`src/rtl/irq_router_pkg.sv`:
```
package irq_router_pkg;
  typedef enum logic [1:0] {
    SEL_VEC     = 2'd0,
    SEL_STATCLR = 2'd1,
    SEL_PENDSET = 2'd2,
    SEL_PTR     = 2'd3
  } reg_sel_e;
endpackage

```
`src/rtl/irq_status_bank.sv`:
```
module irq_status_bank #(
  parameter int W = 32
) (
  input  logic         clk,
  input  logic         rst_n,
  input  logic [W-1:0] set_mask_i,
  input  logic [W-1:0] clr_mask_i,
  output logic [W-1:0] stat_o
);
  logic [W-1:0] stat_q;
  logic [W-1:0] stat_nxt;

  // set dominates clear
  function automatic logic [W-1:0] next_stat(input logic [W-1:0] cur,
                                              input logic [W-1:0] set_m,
                                              input logic [W-1:0] clr_m);
    return (cur & ~clr_m) | set_m;
  endfunction

  assign stat_nxt = next_stat(stat_q, set_mask_i, clr_mask_i);

  always_ff @(posedge clk) begin
    if (!rst_n) stat_q <= '0;
    else        stat_q <= stat_nxt;
  end

  assign stat_o = stat_q;

  AST_SET_WINS: assert property (@(posedge clk) disable iff (!rst_n)
    1'b1 |=> ((stat_q & $past(set_mask_i)) == $past(set_mask_i)));
  AST_NO_SPURIOUS_CLEAR: assert property (@(posedge clk) disable iff (!rst_n)
    (clr_mask_i == '0) |=> ((stat_q & $past(stat_q)) == $past(stat_q)));
endmodule

```
`src/rtl/irq_pkt_accum.sv`:
```
module irq_pkt_accum #(
  parameter int W = 32
) (
  input  logic         clk,
  input  logic         rst_n,
  input  logic [W-1:0] evt_mask_i,
  input  logic         ack_i,
  output logic [W-1:0] pkt_o,
  output logic         req_o
);
  logic [W-1:0] pkt_q;
  logic [W-1:0] kept;

  assign kept = ack_i ? '0 : pkt_q;

  always_ff @(posedge clk) begin
    if (!rst_n) pkt_q <= '0;
    else        pkt_q <= kept | evt_mask_i;
  end

  assign pkt_o = pkt_q;
  assign req_o = |pkt_q;

  AST_REQ_HOLD: assert property (@(posedge clk) disable iff (!rst_n)
    (req_o && !ack_i) |=> req_o);
  AST_ACK_KEEPS_NEW: assert property (@(posedge clk) disable iff (!rst_n)
    ack_i |=> (pkt_q == $past(evt_mask_i)));
endmodule

```
`src/rtl/irq_prio_enc.sv`:
```
module irq_prio_enc #(
  parameter int W = 32
) (
  input  logic         clk,
  input  logic         rst_n,
  input  logic [W-1:0] req_i,
  output logic [W-1:0] vec_word_o
);
  localparam int IDX_W = $clog2(W);

  logic             any;
  logic [IDX_W-1:0] idx;

  // lowest index wins
  function automatic logic [IDX_W-1:0] first_set(input logic [W-1:0] v);
    logic [IDX_W-1:0] r;
    r = '0;
    for (int i = W - 1; i >= 0; i--) begin
      if (v[i]) r = IDX_W'(i);
    end
    return r;
  endfunction

  assign any = |req_i;
  assign idx = first_set(req_i);

  always_comb begin
    vec_word_o = '0;
    if (any) vec_word_o[IDX_W-1:0] = idx;
    else     vec_word_o[W-1]       = 1'b1;
  end

  AST_VEC_HIT: assert property (@(posedge clk) disable iff (!rst_n)
    any |-> req_i[idx]);
  AST_VEC_LOWEST: assert property (@(posedge clk) disable iff (!rst_n)
    any |-> ((req_i & ((W'(1) << idx) - W'(1))) == '0));
endmodule

```
`src/rtl/irq_router.sv`:
```
module irq_router
  import irq_router_pkg::*;
#(
  parameter int DATA_W   = 32,
  parameter int LERR_BIT = DATA_W - 2,
  parameter int RERR_BIT = DATA_W - 1
) (
  input  logic              clk,
  input  logic              rst_n,
  input  logic [DATA_W-1:0] evt_i,
  input  logic              lerr_i,
  input  logic              rerr_i,
  input  logic              route_local_i,
  input  logic              pkt_ack_i,
  output logic              pkt_req_o,
  output logic [DATA_W-1:0] pkt_status_o,
  input  logic              rx_valid_i,
  input  logic [DATA_W-1:0] rx_status_i,
  input  logic              rx_to_ptr_i,
  output logic              ptr_wr_o,
  output logic [DATA_W-1:0] ptr_addr_o,
  output logic [DATA_W-1:0] ptr_data_o,
  input  logic              reg_wr_i,
  input  logic [1:0]        reg_addr_i,
  input  logic [DATA_W-1:0] reg_wdata_i,
  output logic [DATA_W-1:0] reg_rdata_o,
  output logic              irq_o
);
  localparam logic [DATA_W-1:0] LERR_M = DATA_W'(1) << LERR_BIT;
  localparam logic [DATA_W-1:0] RERR_M = DATA_W'(1) << RERR_BIT;

  reg_sel_e sel;
  assign sel = reg_sel_e'(reg_addr_i);

  // named internal events
  logic [DATA_W-1:0] src_vec;
  logic [DATA_W-1:0] local_set;
  logic [DATA_W-1:0] remote_evt;
  logic [DATA_W-1:0] rx_set;
  logic [DATA_W-1:0] sw_set;
  logic [DATA_W-1:0] sw_clr;
  logic [DATA_W-1:0] set_mask;
  logic              rx_fwd;

  assign src_vec    = evt_i | (lerr_i ? LERR_M : '0) | (rerr_i ? RERR_M : '0);
  assign local_set  = route_local_i ? src_vec : '0;
  assign remote_evt = route_local_i ? '0 : src_vec;
  assign rx_fwd     = rx_valid_i && rx_to_ptr_i;
  assign rx_set     = (rx_valid_i && !rx_to_ptr_i) ? rx_status_i : '0;
  assign sw_set     = (reg_wr_i && sel == SEL_PENDSET) ? reg_wdata_i : '0;
  assign sw_clr     = (reg_wr_i && sel == SEL_STATCLR) ? reg_wdata_i : '0;
  assign set_mask   = local_set | rx_set | sw_set;

  logic [DATA_W-1:0] stat;
  logic [DATA_W-1:0] vec_word;

  irq_status_bank #(.W(DATA_W)) u_bank (
    .clk        (clk),
    .rst_n      (rst_n),
    .set_mask_i (set_mask),
    .clr_mask_i (sw_clr),
    .stat_o     (stat)
  );

  irq_pkt_accum #(.W(DATA_W)) u_pkt (
    .clk        (clk),
    .rst_n      (rst_n),
    .evt_mask_i (remote_evt),
    .ack_i      (pkt_ack_i),
    .pkt_o      (pkt_status_o),
    .req_o      (pkt_req_o)
  );

  irq_prio_enc #(.W(DATA_W)) u_enc (
    .clk        (clk),
    .rst_n      (rst_n),
    .req_i      (stat),
    .vec_word_o (vec_word)
  );

  // pointer register and forwarded write
  logic [DATA_W-1:0] ptr_q;
  logic              fwd_q;
  logic [DATA_W-1:0] fwd_addr_q;
  logic [DATA_W-1:0] fwd_data_q;

  always_ff @(posedge clk) begin
    if (!rst_n) begin
      ptr_q      <= '0;
      fwd_q      <= 1'b0;
      fwd_addr_q <= '0;
      fwd_data_q <= '0;
    end else begin
      if (reg_wr_i && sel == SEL_PTR) ptr_q <= reg_wdata_i;
      fwd_q <= rx_fwd;
      if (rx_fwd) begin
        fwd_addr_q <= ptr_q;
        fwd_data_q <= rx_status_i;
      end
    end
  end

  assign ptr_wr_o   = fwd_q;
  assign ptr_addr_o = fwd_addr_q;
  assign ptr_data_o = fwd_data_q;

  always_comb begin
    unique case (sel)
      SEL_VEC:     reg_rdata_o = vec_word;
      SEL_STATCLR: reg_rdata_o = stat;
      SEL_PENDSET: reg_rdata_o = stat;
      SEL_PTR:     reg_rdata_o = ptr_q;
      default:     reg_rdata_o = '0;
    endcase
  end

  assign irq_o = |stat;

  AST_FWD_STROBE: assert property (@(posedge clk) disable iff (!rst_n)
    rx_fwd |=> ptr_wr_o);
  AST_FWD_NO_STAT: assert property (@(posedge clk) disable iff (!rst_n)
    (rx_fwd && !route_local_i && sw_set == '0 && sw_clr == '0) |=> $stable(stat));
  AST_IRQ_QUIET: assert property (@(posedge clk) disable iff (!rst_n)
    (!irq_o && set_mask == '0) |=> !irq_o);
  AST_LOCAL_NO_PKT: assert property (@(posedge clk) disable iff (!rst_n)
    (route_local_i && !pkt_ack_i) |=> $stable(pkt_status_o));
endmodule

```
`config.mk`:
```
export PLATFORM = sky130hd
export DESIGN_NAME = irq_router
export DESIGN_NICKNAME = d
export VERILOG_FILES = /design/src/rtl/irq_router_pkg.sv /design/src/rtl/irq_status_bank.sv /design/src/rtl/irq_pkt_accum.sv /design/src/rtl/irq_prio_enc.sv /design/src/rtl/irq_router.sv
export SDC_FILE = /design/constraint.sdc
export NUM_CORES = 1
export LEC_CHECK = 0
export ABC_AREA = 1
export BUFFER_PORTS_ARGS = -buffer_cell sky130_fd_sc_hd__buf_2
export CAP_MARGIN = 30
export CORE_MARGIN = 5
export CORE_UTILIZATION = 30
export DETAILED_ROUTE_END_ITERATION = 16
export GPL_TIMING_DRIVEN = 0
export SLEW_MARGIN = 15
export SYNTH_ARGS = -nofsm -noshare
export SYNTH_HDL_FRONTEND = slang
export SYNTH_SLANG_ARGS = --single-unit
```
`constraint.sdc`:
```
create_clock -name clk -period 4.3 [get_ports clk]
set_input_delay 0.43 -clock clk [delete_from_list [all_inputs] [get_ports clk]]
set_output_delay 0.43 -clock clk [all_outputs]
set_load 0.01 [all_outputs]
```
==> metrics.yaml, run 1 <==
cpMaxStageDelayCell: "dfxtp_1"
timing.fmax_mhz: 323
synth-seq-cells: 161
yosys.area.top_type: "dfxtp_1"
synth_nets: 1159
insertion_delay_ns: 0.42
core-area_um2: 23400
syn-cell-area_um2: 7110
cts_buffers: 17
power.total_mw: 3.92
clkTransAtPathRegs_ns: 0.06
dieArea_um2: 26900
synth_most_common_cell: "nand2_1"
stdcell_area_um2: 9340
post-route-drc-count: 0
via_per_inst: 4.59
crit_path_max_fanout: 5
dr.pass1.iters: 5
rr_worst_depth: 2
irDropWorstVdd_mv: 0.261
rsz0062_at_grt: "false"
powerDensity_nw_per_um2: 420
hold_path_depth: 3
final.setup.tns_ns: 0
min_to: "ptr_data_o[8]"
r2r_end: "u_bank.stat_o[25]"
fp-row-count: 56
drive_gt1_frac: 0.212
finClkSkew_ns: 0.00758
fin_hold_ws_ns: 0.265
place.port_buffers: 236
syn2layout_area_growth_pct: 31.3
crit_required_ns: 3.87
worstMarginPinSlew_ns: 0.714
setup_violations: 0
worst-path-buf-inv: 2
grt_max_degree: 17
ys.flop_type: "dfxtp_1"
first_global_vias: 7487
antenna_found_initial: 5
die_height_um: 164
synth_top_area_share: 0.453
setup.worst_path.class: "reg -> out"
gp_congestion: 0.898
slew-limit-headroom: 0.524
grt_pass1_wl_um: 41200
drv_cap: 0
grt_remaining_overflow: 0
postRouteAntennaNets: 0
cts_htree_levels: 4
syn_area_per_cell_um2: 6.79
start_util: 0.304
hp-start: "rx_status_i[8]"
pin_count: 238
cp-end-kind: "output port"
dp_slack_ns: 1.61
synth_edf_count: 0
crit_path_frequent_cell: "nand2_1"
hold_viol_final: 0
routed_wl_um: 27200
cts.path.max_buffers: 2
synthTopCellsByCount: "nand2_1, nor2_1, dfxtp_1"
setup_ws_ns: 1.20
die_w_um: 164
cts_sinks: 161
place_inst: 1603
yosysSeqAreaShare: 0.453
slew_violations: 0
synth.distinct_cells: 26
drt-initial-drc-count: 441
max_stage_delay_ns: 0.43
dp_hpwl_um: 22500
num_vias: 7534
hold_buffers: 0
cp.arrival_ns: 2.67
placed_area_um2: 8690
outcome: "completed"
grt.total_usage: 0.199
final_cells: 1640
ctsResizeCount: 0
postLayoutCoreUtil: 0.399
syn_inst: 1048
synth_area_leaders: "dfxtp_1, nand2_1, nor2_1"
leakage_nw: 4.16
worstSetupStartpointType: "flip-flop"
min_period_ns: 3.10
critical-path-top-delay-family: "simple AND/OR/NAND/NOR gates"
root_buffer: "clkbuf_16"
routedWlPerCell_um: 16.6
reg2reg_from: "u_bank.stat_o[25]"
cts_tree: "built"
min_path_type: "in -> reg"
ys_warn_count: 0
reg2reg_slack_ns: 3.54
num-nets-final: 1414
async_flop_share: 0
period_share: 0.720
postCtsSetupRepairBufs: 0
[flip-flops by register name (all words and copies together), names as in the netlist]
signal / flops
ptr_q: 32
u_bank.stat_o: 32
ptr_addr_o: 32
u_pkt.pkt_o: 32
ptr_data_o: 32
ptr_wr_o: 1
[routing by layer]
layer	share of wire	track usage	vias up	routed length [um]
met5	0	0	-	0
met1	0.45	0.256	3328	12300
met2	0.47	0.329	245	12700
met3	0.054	0.0424	44	1480
li1	-	-	3917	-
met4	0.027	0.0740	0	736
[power breakdown]
group	leakage (nW)	total [mW]	switching [mW]	internal [mW]
registers	1.33	1.67	0.0787	1.59
clock network	0.303	1.64	0.619	1.02
logic	2.53	0.617	0.383	0.234
[worst register-to-register path: stages (launching register included)]
cell	delay, ns
dfxtp_1	0.44
nand2_1	0.09
a41oi_1	0.16
[cell usage in the layout, fill, tap and decap left out, types with 2 or more instances in the layout]
master      instances
bufinv_16           4
clkbuf_16          17
o21ai_0             9
bufinv_8            3
buf_1              11
inv_1              34
nor3_1              5
clkbuf_1           60
clkbuf_8            3
nor4_1              9
buf_2             236
a21oi_1            63
nand2_1           297
o21ai_1            97
dfxtp_1           161
nor2_1            210
diode_2             5
o31ai_1             2
a41oi_1            32
clkinv_2            2
nand4_1             2
ha_1                4
clkinvlp_4          2
nand3_1            33
inv_2              11
[how the worst max path moves through the flow]
stage | from | end | slack (ns) | cells past startpoint
4_1_cts | u_bank.stat_o[26] | reg_rdata_o[0] | 1.15 | 30
3_3_place_gp | u_bank.stat_o[26] | reg_rdata_o[0] | 1.60 | 30
5_1_grt | u_bank.stat_o[30] | reg_rdata_o[0] | 0.83 | 34
2_1_floorplan | u_bank.stat_o[30] | reg_rdata_o[0] | 2.12 | 33
6_report | u_bank.stat_o[26] | reg_rdata_o[0] | 1.20 | 30
3_5_place_dp | reg_addr_i[0] | reg_rdata_o[20] | 1.61 | 8
[final cells by class]
type | instances | area, um2
sequential | 161 | 3220
clock buffer | 23 | 478
timing repair buffer | 236 | 1180
clock inverter | 9 | 154
antenna | 5 | 12.5
inverter | 49 | 225
buffer | 68 | 255
tap | 319 | 399
fill | 2620 | 14100
multi-input combinational | 770 | 3410
[cell families (layout without fill, tap and decap cells)]
| logic type | count (synthesis) | after routing | share of synthesized area |
|---|---|---|---|
| AO/OA/AOI/OAI | 209 | 209 | 0.167 |
| adder cells (fa/ha/maj) | 4 | 4 | 0.00704 |
| buffers and inverters | 117 | 385 | 0.0676 |
| flip-flops | 161 | 161 | 0.453 |
| other | 0 | 5 | 0 |
| AND/OR/NAND/NOR | 557 | 557 | 0.305 |
(Power assumes the default switching activity.)
==> inputs of run 2 (changes only) <==
ABC_AREA = 0   (was 1)
clock period = 3.2 ns   (was 4.3 ns; I/O delays follow)
==> run 2 against run 1 <==
Register-to-register slack worse by 1.2 ns. Hold slack got worse by 0.11 ns. Critical path depth shrank 25. Synthesized area is 3.3% higher. Clock skew is 0.0060 ns higher. Sequential cell count did not move. Sequential power grew 33%. Count of clock-buffer cells in the layout fell by 3. Wire length is 6.7% higher. Sequential share of layout area down 0.67 points. Via count increased by 0.57%. Synthesized cell count down 10%.
==> metrics.yaml, run 2 <==
ys_warn_count: 0
synthTopCellsByCount: "nand2_1, dfxtp_1, a21boi_0"
rsz0062_at_grt: "false"
pin_count: 238
layout_commonest_cell: "nand2_1"
yosysSeqAreaShare: 0.439
timing.fmax_mhz: 353
layout_common_cells: "nand2_1, buf_2, dfxtp_1"
clkTransAtPathRegs_ns: 0.07
ctsResizeCount: 0
num-nets-final: 1303
synth_most_common_cell: "nand2_1"
finClkSkew_ns: 0.0136
leakage_nw: 4.04
cpMaxStageDelayCell: "or4_1"
synth_edf_count: 0
powerDensity_nw_per_um2: 524
irDropWorstVdd_mv: 0.274
setup.worst_path.class: "reg -> out"
regArea_um2: 3220
antenna_found_initial: 6
period_share: 0.886
crit_path_cell_trace: "or4_1 > nand4bb_1 > o31a_1 > nor2_1 > buf_2"
cp.arrival_ns: 2.52
nFillCells: 2547
syn_inst: 938
ys.flop_type: "dfxtp_1"
setup_violations: 0
via_per_inst: 4.94
routedWlPerCell_um: 18.9
insertion_delay_ns: 0.43
multiInputGateArea_um2: 3590
post-route-drc-count: 0
grt_pass1_wl_um: 44500
synth-seq-cells: 161
yosys.area.top_type: "dfxtp_1"
postCtsSetupRepairBufs: 0
outcome: "completed"
grt_max_degree: 17
syn_area_per_cell_um2: 7.83
dp_slack_ns: 0.884
postRouteAntennaNets: 0
fp-row-count: 57
crit_required_ns: 2.88
cts.path.max_buffers: 2
synth_top_area_share: 0.439
drive_gt1_frac: 0.225
max_stage_delay_ns: 0.60
min_period_ns: 2.84
place.port_buffers: 235
dp_hpwl_um: 23100
dieArea_um2: 27700
crit_path_max_fanout: 5
hold_buffers: 0
drt-initial-drc-count: 625
die_height_um: 166
worstMarginPinSlew_ns: 0.818
synth.distinct_cells: 42
drv_cap: 0
hold_viol_final: 0
cts_tree: "built"
slew_violations: 0
num_vias: 7577
cp-end-kind: "output port"
grt.total_usage: 0.204
core-area_um2: 24200
root_buffer: "clkbuf_16"
synth_area_leaders: "dfxtp_1, nand2_1, a21boi_0"
syn-cell-area_um2: 7340
min_path_type: "in -> reg"
routed_wl_um: 29000
start_util: 0.304
syn2layout_area_growth_pct: 29.7
grt_remaining_overflow: 0
cts_htree_levels: 4
die_w_um: 166
slew-limit-headroom: 0.454
setup_ws_ns: 0.363
worstSetupStartpointType: "flip-flop"
async_flop_share: 0
first_global_vias: 7502
cts_sinks: 161
cts_buffers: 17
synth_nets: 1049
gp_congestion: 0.923
dr.pass1.iters: 6
final.setup.tns_ns: 0
## run 2: changes by cell type in the layout (fill, tap and decap cells not counted), moves of 35 or more
cell      before  now
nand2_1      297  262
nor2_1       210   42
and2_1         0   36
a21oi_1       63    9
a21boi_0       0  115
o21ai_1       97    2
inv_1         34   71
## run 2: per-stage QoR
stage	cells	util	instance area [um2]	total power [mW]	hold WS, ns
after floorplan	938	-	7340	2.61	0.448
after global placement	1497	0.369	8920	2.95	0.450
after detailed placement	1497	0.369	8920	2.96	0.454
after CTS	1529	0.393	9510	5.03	0.142
after global routing	1533	0.394	9520	5.21	0.144
final	1533	0.394	9520	4.99	0.156
## run 2: worst paths after layout
check | start | to | slack (ns) | cells past startpoint
setup / recovery | u_bank.stat_o[23] | reg_rdata_o[31] | 0.36 | 5
hold / removal | rx_status_i[3] | ptr_data_o[3] | 0.16 | 3
setup reg to reg | u_bank.stat_o[8] | u_bank.stat_o[8] | 2.33 | 2
hold reg to reg | ptr_addr_o[15] | ptr_addr_o[15] | 0.46 | 2
## run 2: layout make-up
class,instances,share of cell area
well taps,324,0.0426
clock buffers,20,0.0480
plain buffers,71,0.0280
diodes,4,0.00105
multi-input cells,635,0.377
inverters,71,0.0280
clock inverters,12,0.0137
flip-flops and latches,161,0.339
repair buffers,235,0.124
## run 2: power breakdown
group / switching, mW / total, mW / internal (mW)
Sequential: 0.116 / 2.22 / 2.10
Combinational: 0.423 / 0.707 / 0.284
Clock: 0.873 / 2.07 / 1.19
## run 2: cells by family after synthesis
group           after synthesis  synth area share
buf+inv                     142            0.0726
fa+ha+maj                     4           0.00682
simple gates                378             0.220
compound gates              253             0.261
flops                       161             0.439
## run 2: critical path, delay by kind of cell, from the launching register on
family	cells	cell delay, ns
buf+inv	1	0.19
flops	1	0.39
compound gates	1	0.34
simple gates	3	1.15
## run 2: layer usage
layer	vias up	track usage	wire length, um
li1	3717	-	-
met1	3507	0.275	13200
met2	321	0.318	12900
met3	28	0.0616	2470
met4	4	0.0591	507
met5	-	0	21
